$ cat src/rtl/bcd_cal_pkg.sv
package bcd_cal_pkg;

  typedef struct packed {
    logic tick;
    logic load;
  } calStrobes_t;

  function automatic logic [7:0] bcdInc(input logic [7:0] v);
    if (v[3:0] == 4'd9) return {v[7:4] + 4'd1, 4'd0};
    return v + 8'd1;
  endfunction

endpackage

$ cat src/rtl/bcd_cal_ctrl.sv
module bcd_cal_ctrl
  import bcd_cal_pkg::*;
#(
  parameter int PRESCALE_W = 15
) (
  input  logic        clk,
  input  logic        rstN,
  input  logic        loadEn,
  input  logic        stopBit,
  output calStrobes_t strobes,
  output logic        testPhase
);
  localparam int TEST_BIT = PRESCALE_W - 10;
  localparam logic [PRESCALE_W-1:0] LAST_CNT = '1;

  logic [PRESCALE_W-1:0] preCnt;

  always_ff @(posedge clk or negedge rstN) begin
    if (!rstN)        preCnt <= '0;
    else if (loadEn)  preCnt <= '0;
    else if (!stopBit) preCnt <= preCnt + 1'b1;
  end

  always_comb begin
    strobes.load = loadEn;
    strobes.tick = !loadEn && !stopBit && (preCnt == LAST_CNT);
  end

  assign testPhase = preCnt[TEST_BIT];

  // a load restarts the sub-second count
  assert_prescale_restart_R9: assert property (@(posedge clk) disable iff (!rstN)
    loadEn |=> (preCnt == '0));

  // stopped prescaler does not move
  assert_stop_freeze_R7: assert property (@(posedge clk) disable iff (!rstN)
    (stopBit && !loadEn) |=> $stable(preCnt));

endmodule

$ cat src/rtl/bcd_cal_datapath.sv
module bcd_cal_datapath
  import bcd_cal_pkg::*;
(
  input  logic        clk,
  input  logic        rstN,
  input  calStrobes_t strobes,
  input  logic        testPhase,
  input  logic [7:0]  ldSec,
  input  logic [7:0]  ldMin,
  input  logic [7:0]  ldHour,
  input  logic [7:0]  ldDay,
  input  logic [7:0]  ldDate,
  input  logic [7:0]  ldMonth,
  input  logic [7:0]  ldYear,
  output logic        stopBit,
  output logic [7:0]  secOut,
  output logic [7:0]  minOut,
  output logic [7:0]  hourOut,
  output logic [7:0]  dayOut,
  output logic [7:0]  dateOut,
  output logic [7:0]  monthOut,
  output logic [7:0]  yearOut
);
  localparam int TOD_N = 3;
  localparam logic [TOD_N-1:0][7:0] TOD_LIMIT = {8'h23, 8'h59, 8'h59};
  localparam logic [TOD_N-1:0][7:0] TOD_MASK  = {8'h3F, 8'h7F, 8'hFF};

  logic [TOD_N-1:0][7:0] todQ;
  logic [TOD_N-1:0][7:0] ldTod;
  logic [TOD_N:0]        carry;
  logic [7:0] dayQ, dateQ, monthQ, yearQ;

  assign ldTod = {ldHour, ldMin, ldSec} & TOD_MASK;
  assign carry[0] = strobes.tick;

  // seconds, minutes, hours: one ripple stage each
  for (genvar i = 0; i < TOD_N; i++) begin : todChain
    logic [7:0] fieldQ;
    logic       roll;
    assign roll = carry[i] && (fieldQ == TOD_LIMIT[i]);
    assign carry[i+1] = roll;
    assign todQ[i] = fieldQ;
    always_ff @(posedge clk or negedge rstN) begin
      if (!rstN)             fieldQ <= 8'h00;
      else if (strobes.load) fieldQ <= ldTod[i];
      else if (roll)         fieldQ <= 8'h00;
      else if (carry[i])     fieldQ <= bcdInc(fieldQ);
    end
  end

  logic       dayCarry, dateRoll, monthRoll, leapYear;
  logic [1:0] leapSum;
  logic [7:0] lastDate;
  logic [2:0] nextDow;

  assign dayCarry = carry[TOD_N];
  assign leapSum  = yearQ[1:0] + {yearQ[4], 1'b0};
  assign leapYear = (leapSum == 2'b00);

  always_comb begin
    case (monthQ)
      8'h02:                      lastDate = leapYear ? 8'h29 : 8'h28;
      8'h04, 8'h06, 8'h09, 8'h11: lastDate = 8'h30;
      default:                    lastDate = 8'h31;
    endcase
  end

  assign dateRoll  = dayCarry && (dateQ >= lastDate);
  assign monthRoll = dateRoll && (monthQ >= 8'h12);
  assign nextDow   = (dayQ[2:0] == 3'd7) ? 3'd1 : dayQ[2:0] + 3'd1;

  always_ff @(posedge clk or negedge rstN) begin
    if (!rstN) begin
      dayQ   <= 8'h01;
      dateQ  <= 8'h01;
      monthQ <= 8'h01;
      yearQ  <= 8'h00;
    end else if (strobes.load) begin
      dayQ   <= ldDay & 8'h47;
      dateQ  <= ldDate & 8'h3F;
      monthQ <= ldMonth & 8'h1F;
      yearQ  <= ldYear;
    end else if (dayCarry) begin
      dayQ  <= {dayQ[7:3], nextDow};
      dateQ <= dateRoll ? 8'h01 : bcdInc(dateQ);
      if (dateRoll) monthQ <= monthRoll ? 8'h01 : bcdInc(monthQ);
      if (monthRoll) yearQ <= (yearQ == 8'h99) ? 8'h00 : bcdInc(yearQ);
    end
  end

  assign stopBit  = todQ[0][7];
  assign secOut   = {todQ[0][7:1], (dayQ[6] && !todQ[0][7]) ? testPhase : todQ[0][0]};
  assign minOut   = todQ[1];
  assign hourOut  = todQ[2];
  assign dayOut   = dayQ;
  assign dateOut  = dateQ;
  assign monthOut = monthQ;
  assign yearOut  = yearQ;

  // without a tick or load nothing in the calendar moves
  assert_hold_no_tick_R2: assert property (@(posedge clk) disable iff (!rstN)
    (!strobes.tick && !strobes.load) |=> ($stable(todQ) && $stable(dateQ) && $stable(dayQ)
                                          && $stable(monthQ) && $stable(yearQ)));

  // reserved bits are zero after a load
  assert_load_mask_R10: assert property (@(posedge clk) disable iff (!rstN)
    strobes.load |=> (todQ[1][7] == 1'b0 && todQ[2][7:6] == 2'b00 && dayQ[7] == 1'b0 &&
                      dayQ[5:3] == 3'b000 && dateQ[7:6] == 2'b00 && monthQ[7:5] == 3'b000));

  // a running weekday never becomes zero
  assert_dow_nonzero_R5: assert property (@(posedge clk) disable iff (!rstN)
    (strobes.tick && dayQ[2:0] != 3'd0) |=> (dayQ[2:0] != 3'd0));

endmodule

$ cat src/rtl/bcd_calendar.sv
module bcd_calendar
  import bcd_cal_pkg::*;
#(
  parameter int PRESCALE_W = 15
) (
  input  logic       clk,
  input  logic       rstN,
  input  logic       loadEn,
  input  logic [7:0] ldSec,
  input  logic [7:0] ldMin,
  input  logic [7:0] ldHour,
  input  logic [7:0] ldDay,
  input  logic [7:0] ldDate,
  input  logic [7:0] ldMonth,
  input  logic [7:0] ldYear,
  output logic [7:0] secOut,
  output logic [7:0] minOut,
  output logic [7:0] hourOut,
  output logic [7:0] dayOut,
  output logic [7:0] dateOut,
  output logic [7:0] monthOut,
  output logic [7:0] yearOut
);
  calStrobes_t strobes;
  logic        testPhase;
  logic        stopBit;

  bcd_cal_ctrl #(.PRESCALE_W(PRESCALE_W)) ctrl_i (
    .clk(clk), .rstN(rstN), .loadEn(loadEn), .stopBit(stopBit),
    .strobes(strobes), .testPhase(testPhase)
  );

  bcd_cal_datapath data_i (
    .clk(clk), .rstN(rstN), .strobes(strobes), .testPhase(testPhase),
    .ldSec(ldSec), .ldMin(ldMin), .ldHour(ldHour), .ldDay(ldDay),
    .ldDate(ldDate), .ldMonth(ldMonth), .ldYear(ldYear),
    .stopBit(stopBit), .secOut(secOut), .minOut(minOut), .hourOut(hourOut),
    .dayOut(dayOut), .dateOut(dateOut), .monthOut(monthOut), .yearOut(yearOut)
  );

endmodule

$ cat config.mk
export PLATFORM = sky130hd
export DESIGN_NAME = bcd_calendar
export DESIGN_NICKNAME = d
export VERILOG_FILES = /design/src/rtl/bcd_cal_pkg.sv /design/src/rtl/bcd_cal_ctrl.sv /design/src/rtl/bcd_cal_datapath.sv /design/src/rtl/bcd_calendar.sv
export SDC_FILE = /design/constraint.sdc
export NUM_CORES = 1
export LEC_CHECK = 0
export BUFFER_PORTS_ARGS = -buffer_cell sky130_fd_sc_hd__buf_2
export CAP_MARGIN = 20
export CORE_UTILIZATION = 45
export DETAILED_ROUTE_END_ITERATION = 10
export PLACE_DENSITY = 0.8
export REMOVE_ABC_BUFFERS = 1
export SLEW_MARGIN = 15
export SYNTH_ARGS = -nofsm -noshare
export SYNTH_HDL_FRONTEND = slang
export SYNTH_SLANG_ARGS = --single-unit
$ cat constraint.sdc
create_clock -name clk -period 6.19 [get_ports clk]
set_input_delay 1.238 -clock clk [delete_from_list [all_inputs] [get_ports clk]]
set_output_delay 1.238 -clock clk [all_outputs]
set_load 0.02 [all_outputs]
Word-level counts from Yosys, hierarchy flattened
Cells that the tools add are included.
{"block": "op_classes", "n_mux": 63, "shifts": 0, "bitwise": 0, "div_mod_pow": 0, "magnitude_cmp": 2, "multipliers": 0, "n_reduce_logical": 20, "addsub": 15, "eq_ne": 18}
{"operator": "$mux 8", "n": 33}
{"operator": "$add 8x1->8 const B", "n": 6}
{"operator": "$mux 15", "n": 2}
{"operator": "$mux 1", "n": 25}
{"operator": "$add 4x1->4 const B", "n": 6}
{"operator": "$eq 4x4->1 const B", "n": 6}
{"operator": "$eq 8x3->1 const B", "n": 2}
{"operator": "$eq 8x7->1 const B", "n": 2}
{"operator": "$pmux 8 s2", "n": 1}
{"operator": "$add 15x1->15 const B", "n": 1}
{"operator": "$eq 15x15->1 const B", "n": 1}
{"operator": "$reduce_bool 3->1", "n": 3}
{"operator": "$eq 8x2->1 const B", "n": 1}
{"operator": "$eq 8x4->1 const B", "n": 1}
{"operator": "$eq 8x5->1 const B", "n": 1}
{"operator": "$eq 8x6->1 const B", "n": 1}
{"operator": "$eq 8x8->1 const B", "n": 1}
{"operator": "$ge 8x5->1 const B", "n": 1}
{"operator": "$ge 8x8->1", "n": 1}
{"operator": "$logic_and 1x1->1", "n": 8}
{"operator": "$mux 3", "n": 2}
{"operator": "$reduce_bool 2->1", "n": 3}
{"operator": "$reduce_and 2->1", "n": 2}
{"operator": "$reduce_or 4->1", "n": 1}
{"operator": "6 further kinds", "n": 7}
{"block": "word_totals", "output_inout_bits": 56, "wordCells": 127, "ramBits": 0, "mem_count": 0, "regBits": 71, "rom_bits": 0, "latch_bits": 0}

Longest topological paths before layout
{"block": "depth", "ltp_word": 16, "depth_mapped": 12, "mapped_depth_nobuf": 11}

Hierarchy
Synthesis repeated with hierarchy kept, for this count alone.
{"block": "hier_totals", "hier_cells": 545, "area_unflattened_um2": 4682.0}
{"mod": "bcd_cal_datapath", "cells_each": 469, "instances": 1, "area_per_inst_um2": 3918.8}
{"mod": "bcd_cal_ctrl", "cells_each": 76, "instances": 1, "area_per_inst_um2": 763.2}

Worst setup path after synthesis
OpenSTA, ideal clock, no wires.
{"block": "synth_path", "kind": "reg-to-reg", "start": "reg data_i.monthQ[1] (netlist: data_i.monthOut[1])", "end": "reg data_i.yearQ[6] (netlist: data_i.yearOut[6])", "path_stages_with_launch": 12, "setup_ns": 0.125, "arrival_time_ns": 2.895, "setup_slack_ns": 3.171, "synth_period_minus_slack_ns": 3.019, "cell_sequence": "dfrtp_1 clkbuf_1 nor2b_1 nand4_1 nor2_1 a21oi_1 ha_1 nor4b_1 o221ai_1 nand4_2 nor4b_1 mux2_2"}
{"block": "synth_via", "elab_chain_cells": 8}
{"element": "start: declaration", "line_no": "bcd_cal_datapath.sv:31", "text": "logic [7:0] dayQ, dateQ, monthQ, yearQ;"}
{"element": "start signal: assignment", "line_no": "bcd_cal_datapath.sv:81", "text": "monthQ <= ldMonth & 8'h1F;"}
{"element": "start signal: assignment", "line_no": "bcd_cal_datapath.sv:86", "text": "if (dateRoll) monthQ <= monthRoll ? 8'h01 : bcdInc(monthQ);"}
{"element": "$eq 8x3->1 (tied with other cells)", "line_no": "bcd_cal_datapath.sv:61", "text": "case (monthQ)"}
{"element": "$reduce_or 4->1", "line_no": "bcd_cal_datapath.sv:61"}
{"element": "$pmux 8 s2", "line_no": "bcd_cal_datapath.sv:61"}
{"element": "$ge 8x8->1", "line_no": "bcd_cal_datapath.sv:68", "text": "assign dateRoll = dayCarry && (dateQ >= lastDate);"}
{"element": "$logic_and 1x1->1", "line_no": "bcd_cal_datapath.sv:68"}
{"element": "$logic_and 1x1->1 *", "line_no": "bcd_cal_datapath.sv:69", "text": "assign monthRoll = dateRoll && (monthQ >= 8'h12);"}
{"element": "$reduce_bool 2->1 (no source line) *"}
{"element": "$reduce_and 2->1 (no source line) *"}
{"element": "end signal: assignment", "line_no": "bcd_cal_datapath.sv:82", "text": "yearQ <= ldYear;"}
{"element": "end signal: assignment", "line_no": "bcd_cal_datapath.sv:87", "text": "if (monthRoll) yearQ <= (yearQ == 8'h99) ? 8'h00 : bcdInc(yearQ);"}
{"element": "end: declaration", "line_no": "bcd_cal_datapath.sv:31"}
Every way passes the cells marked *; elsewhere a longest branch is shown, timed or not.
A chain may end at the register's enable or synchronous reset.

Worst setup path after layout
{"block": "layout_path", "start": "reg data_i.monthQ[0] (netlist: data_i.monthOut[0])", "end": "reg data_i.yearQ[6] (netlist: data_i.yearOut[6])"}
The elaborated chain is that of the path after synthesis.

==> summary.txt <==
Worst setup path
  – Category of the worst setup path launch point: flip-flop
  – Critical Path RT: 6.42 ns
  – Setup crit end kind: flip-flop
  – Top fanout value on the critical path: 18
  – Kind of critical path: reg -> reg
  – Worst path arrival time: 3.81 ns

Detailed routing
  – Met3 WL post-DR: 589 um
  – Met2 Wirelength: 5360 um
  – DRT Wirelength: 11100 um
  – Top layer in use: met4
  – Avg WL per Cell: 14.9 um
  – Total DRC errors in the routed layout: 0
  – Count of vias placed by the detailed router: 4244
  – Detailed-routing iteration count for the pre-antenna-repair pass: 5
  – Starting DRT DRC Count: 171
  – WL met1: 5000 um
  – ANT nets after route: 0
  – Number of vias per cell after detailed routing: 5.67

Clocking
  – Latest clock arrival within the worst-skew pair: 0.34 ns
  – Post-CTS setup repair buffer count: 0
  – TritonCTS clock tree: done
  – Post-CTS clock slew at the launch and capture registers of the worst setup and hold paths: 0.07 ns
  – Clock tree buffer depth: 2
  – TritonCTS Buffers: 9
  – Number of gates given a new drive strength after cts: 0
  – Clock net sink count: 67
  – Quantity of hold-fixing buffers added after cts: 0
  – Clock tree root driver cell: sky130_fd_sc_hd__clkbuf_8
  – Max H-tree Level: 3

Floorplanning
  – Core area: 0.00982 sq mm
  – X dimension of the die: 103 um
  – Initial core utilization: 46.5%
  – Row Count: 36
  – Total Die Area: 0.0106 sq mm
  – Vertical die dimension: 103 um
  – Count of boundary I/O pins: 115

Final layout
  – Layout Area Growth over Synthesis: 14.2%
  – Utilization after layout: 53.1%
  – Layout net count: 695
  – Layout cells sized above 1: 20.8%
  – Number of antenna diodes: 0

Timing
  – Final setup TNS: 0 ns
  – Worst rel slew slack: 41.9%
  – Fin crit share: 57.8%
  – Timing-limited maximum frequency: 279 MHz
  – Count of final setup violators: 0
  – Worst Skew: 0.0108 ns
  – Slew Viols, Final: 0
  – Hold Vio Cnt, Final: 0
  – Worst Tran Pin Value: 0.871 ns
  – Minimum clock period after layout: 3.58 ns
  – Unrepaired setup endpoints after global routing: false

Yosys
  – Primary flip-flop cell chosen by synthesis mapping: sky130_fd_sc_hd__dfrtp_1
  – Seq/Total Area, Yosys: 36.8%
  – Combined area of all synthesized cells: 0.00457 sq mm
  – Average instance area after synthesis: 8.52 sq um
  – Number of flip-flops and latches in the synthesized netlist: 67
  – Post-synthesis cell count: 536
  – Yosys warns: 0
  – EDFF count, synth: 0
  – Count of cell types in the netlist: 62
  – Ys async rst share: 100%

Global routing
  – First-pass GRT wire length: 18300 um
  – Overflow left after global routing: 0
  – Number of global-route vias before repair: 3973
  – Largest net degree at the start of global routing: 68
  – Antenna violations before repair: 0
  – GRT Util Overall: 22.0%

Hold path
  – Worst min-delay path category: reg -> reg

Power
  – Leak Pwr: 2.39 nW
  – Worst voltage drop across the vdd grid: 0.0932 mV
  – Power density over the cells: 208 mW/mm^2

Run
  – Number of maximum-capacitance violations: 0

Placed design
  – Detailed-placement wirelength estimate: 7800 um
  – Last weighted congestion value of the routability-driven placer: 0.851
  – Number of buffers added on ports: 98

Outcome
  – Run status: completed
==> power breakdown <==
group / switching [mW] / internal [mW]
sequential: 0.0543 / 0.469
clock: 0.159 / 0.158
combinational: 0.148 / 0.0968
total: 0.361 / 0.724
==> flip-flops by register name, summed over array words and instances (netlist names) <==
name / flops
ctrl_i.preCnt: 15
data_i.dateOut: 8
data_i.hourOut: 8
data_i.minOut: 8
data_i.monthOut: 8
data_i.todChain.fieldQ: 8
data_i.yearOut: 8
data_i.dayOut: 4
==> critical path, cell delays in order, from the launching register on <==
cell and delay, ns:
sky130_fd_sc_hd__dfstp_2 0.62, sky130_fd_sc_hd__nand2_1 0.12, sky130_fd_sc_hd__o32ai_1 0.24, sky130_fd_sc_hd__a32o_1 0.16, sky130_fd_sc_hd__a21oi_1 0.07, sky130_fd_sc_hd__ha_1 0.27
sky130_fd_sc_hd__nor4b_1 0.06, sky130_fd_sc_hd__o221ai_1 0.54, sky130_fd_sc_hd__nand4_2 0.52, sky130_fd_sc_hd__nor4b_1 0.49, sky130_fd_sc_hd__mux2_2 0.38
==> synth_stat cells (9+ instances only) <==
| cell type | number | area share (%) |
|---|---|---|
| sky130_fd_sc_hd__nand3_1 | 29 | 3.2 |
| sky130_fd_sc_hd__o21ai_0 | 25 | 2.7 |
| sky130_fd_sc_hd__xor2_1 | 11 | 2.1 |
| sky130_fd_sc_hd__ha_1 | 26 | 7.1 |
| sky130_fd_sc_hd__mux2i_1 | 12 | 2.6 |
| sky130_fd_sc_hd__nor2_1 | 58 | 4.8 |
| sky130_fd_sc_hd__a21oi_1 | 29 | 3.2 |
| sky130_fd_sc_hd__buf_4 | 11 | 1.8 |
| sky130_fd_sc_hd__clkbuf_1 | 24 | 2.0 |
| sky130_fd_sc_hd__nand4_1 | 24 | 3.3 |
| sky130_fd_sc_hd__nor3_1 | 9 | 0.99 |
| sky130_fd_sc_hd__o31ai_1 | 11 | 1.8 |
| sky130_fd_sc_hd__inv_1 | 21 | 1.7 |
| sky130_fd_sc_hd__dfrtp_1 | 64 | 35 |
| sky130_fd_sc_hd__nand2_1 | 54 | 4.4 |
==> area by class of cell <==
class / count / area, sq um
fill: 952 / 4600
multi-input combinational: 409 / 2610
sequential: 67 / 1680
timing repair buffer: 101 / 513
tap: 133 / 166
clock buffer: 16 / 160
inverter: 22 / 82.6
==> layout by cell type (no fill, tap or decap), drive strengths merged, types with 4 or more instances in the layout <==
master,n
nand3b,4
clkbuf,16
and2,4
nor3,9
nor2,58
nand2,54
mux2i,12
nand3,29
and3,7
ha,26
or3,4
nor3b,4
o31ai,11
nand4,25
mux2,6
o31a,4
nor2b,5
xor2,11
a21oi,29
conb,4
inv,21
o21ai,25
nor4,6
nand4b,5
xnor2,8
a31oi,6
nand2b,7
dfrtp,64
o211ai,4
buf,101
==> per-stage QoR <==
step | cell area [sq um] | hold slack, ns | instances | power [mW] | setup WS, ns
2_1_floorplan | 4370 | 0.505 | 498 | 0.675 | 1.77
3_3_place_gp | 5050 | 0.507 | 732 | 0.765 | 2.33
3_5_place_dp | 5050 | 0.513 | 732 | 0.776 | 2.27
4_1_cts | 5220 | 0.530 | 748 | 1.09 | 2.62
5_1_grt | 5220 | 0.559 | 748 | 1.15 | 2.29
6_report | 5220 | 0.523 | 748 | 1.08 | 2.61
==> logic make-up (layout without fill, tap and decap cells) <==
group	after synthesis	count (layout)	synth area share [%]
AND/OR/NAND/NOR	235	235	26.7
AO/OA/AOI/OAI	107	107	15.2
flip-flops	67	67	36.8
buffers and inverters	63	139	6.36
adder cells (fa/ha/maj)	26	26	7.13
XOR/XNOR	19	19	3.64
multiplexers	18	18	4.11
other	1	4	0.0821
==> final timing paths <==
path,cells past startpoint,startpoint,slack [ns],to
hold reg to reg,1,data_i.dayOut[6],0.52,data_i.dayOut[6]
setup reg to reg,10,data_i.monthOut[0],2.61,data_i.yearOut[6]
min in group asynchronous,2,rstN,1.10,data_i.yearOut[5]
max in group asynchronous,2,rstN,4.53,data_i.dayOut[2]
hold / removal,1,data_i.dayOut[6],0.52,data_i.dayOut[6]
setup / recovery,10,data_i.monthOut[0],2.61,data_i.yearOut[6]
==> layer usage <==
metal  vias to the layer above  track usage, %
met5                         -               0
met3                        16            3.12
met2                       134            37.7
met4                         0            8.02
met1                      2026            28.1
li1                       2068               -
No activity file was read; power rests on OpenSTA's default activity.
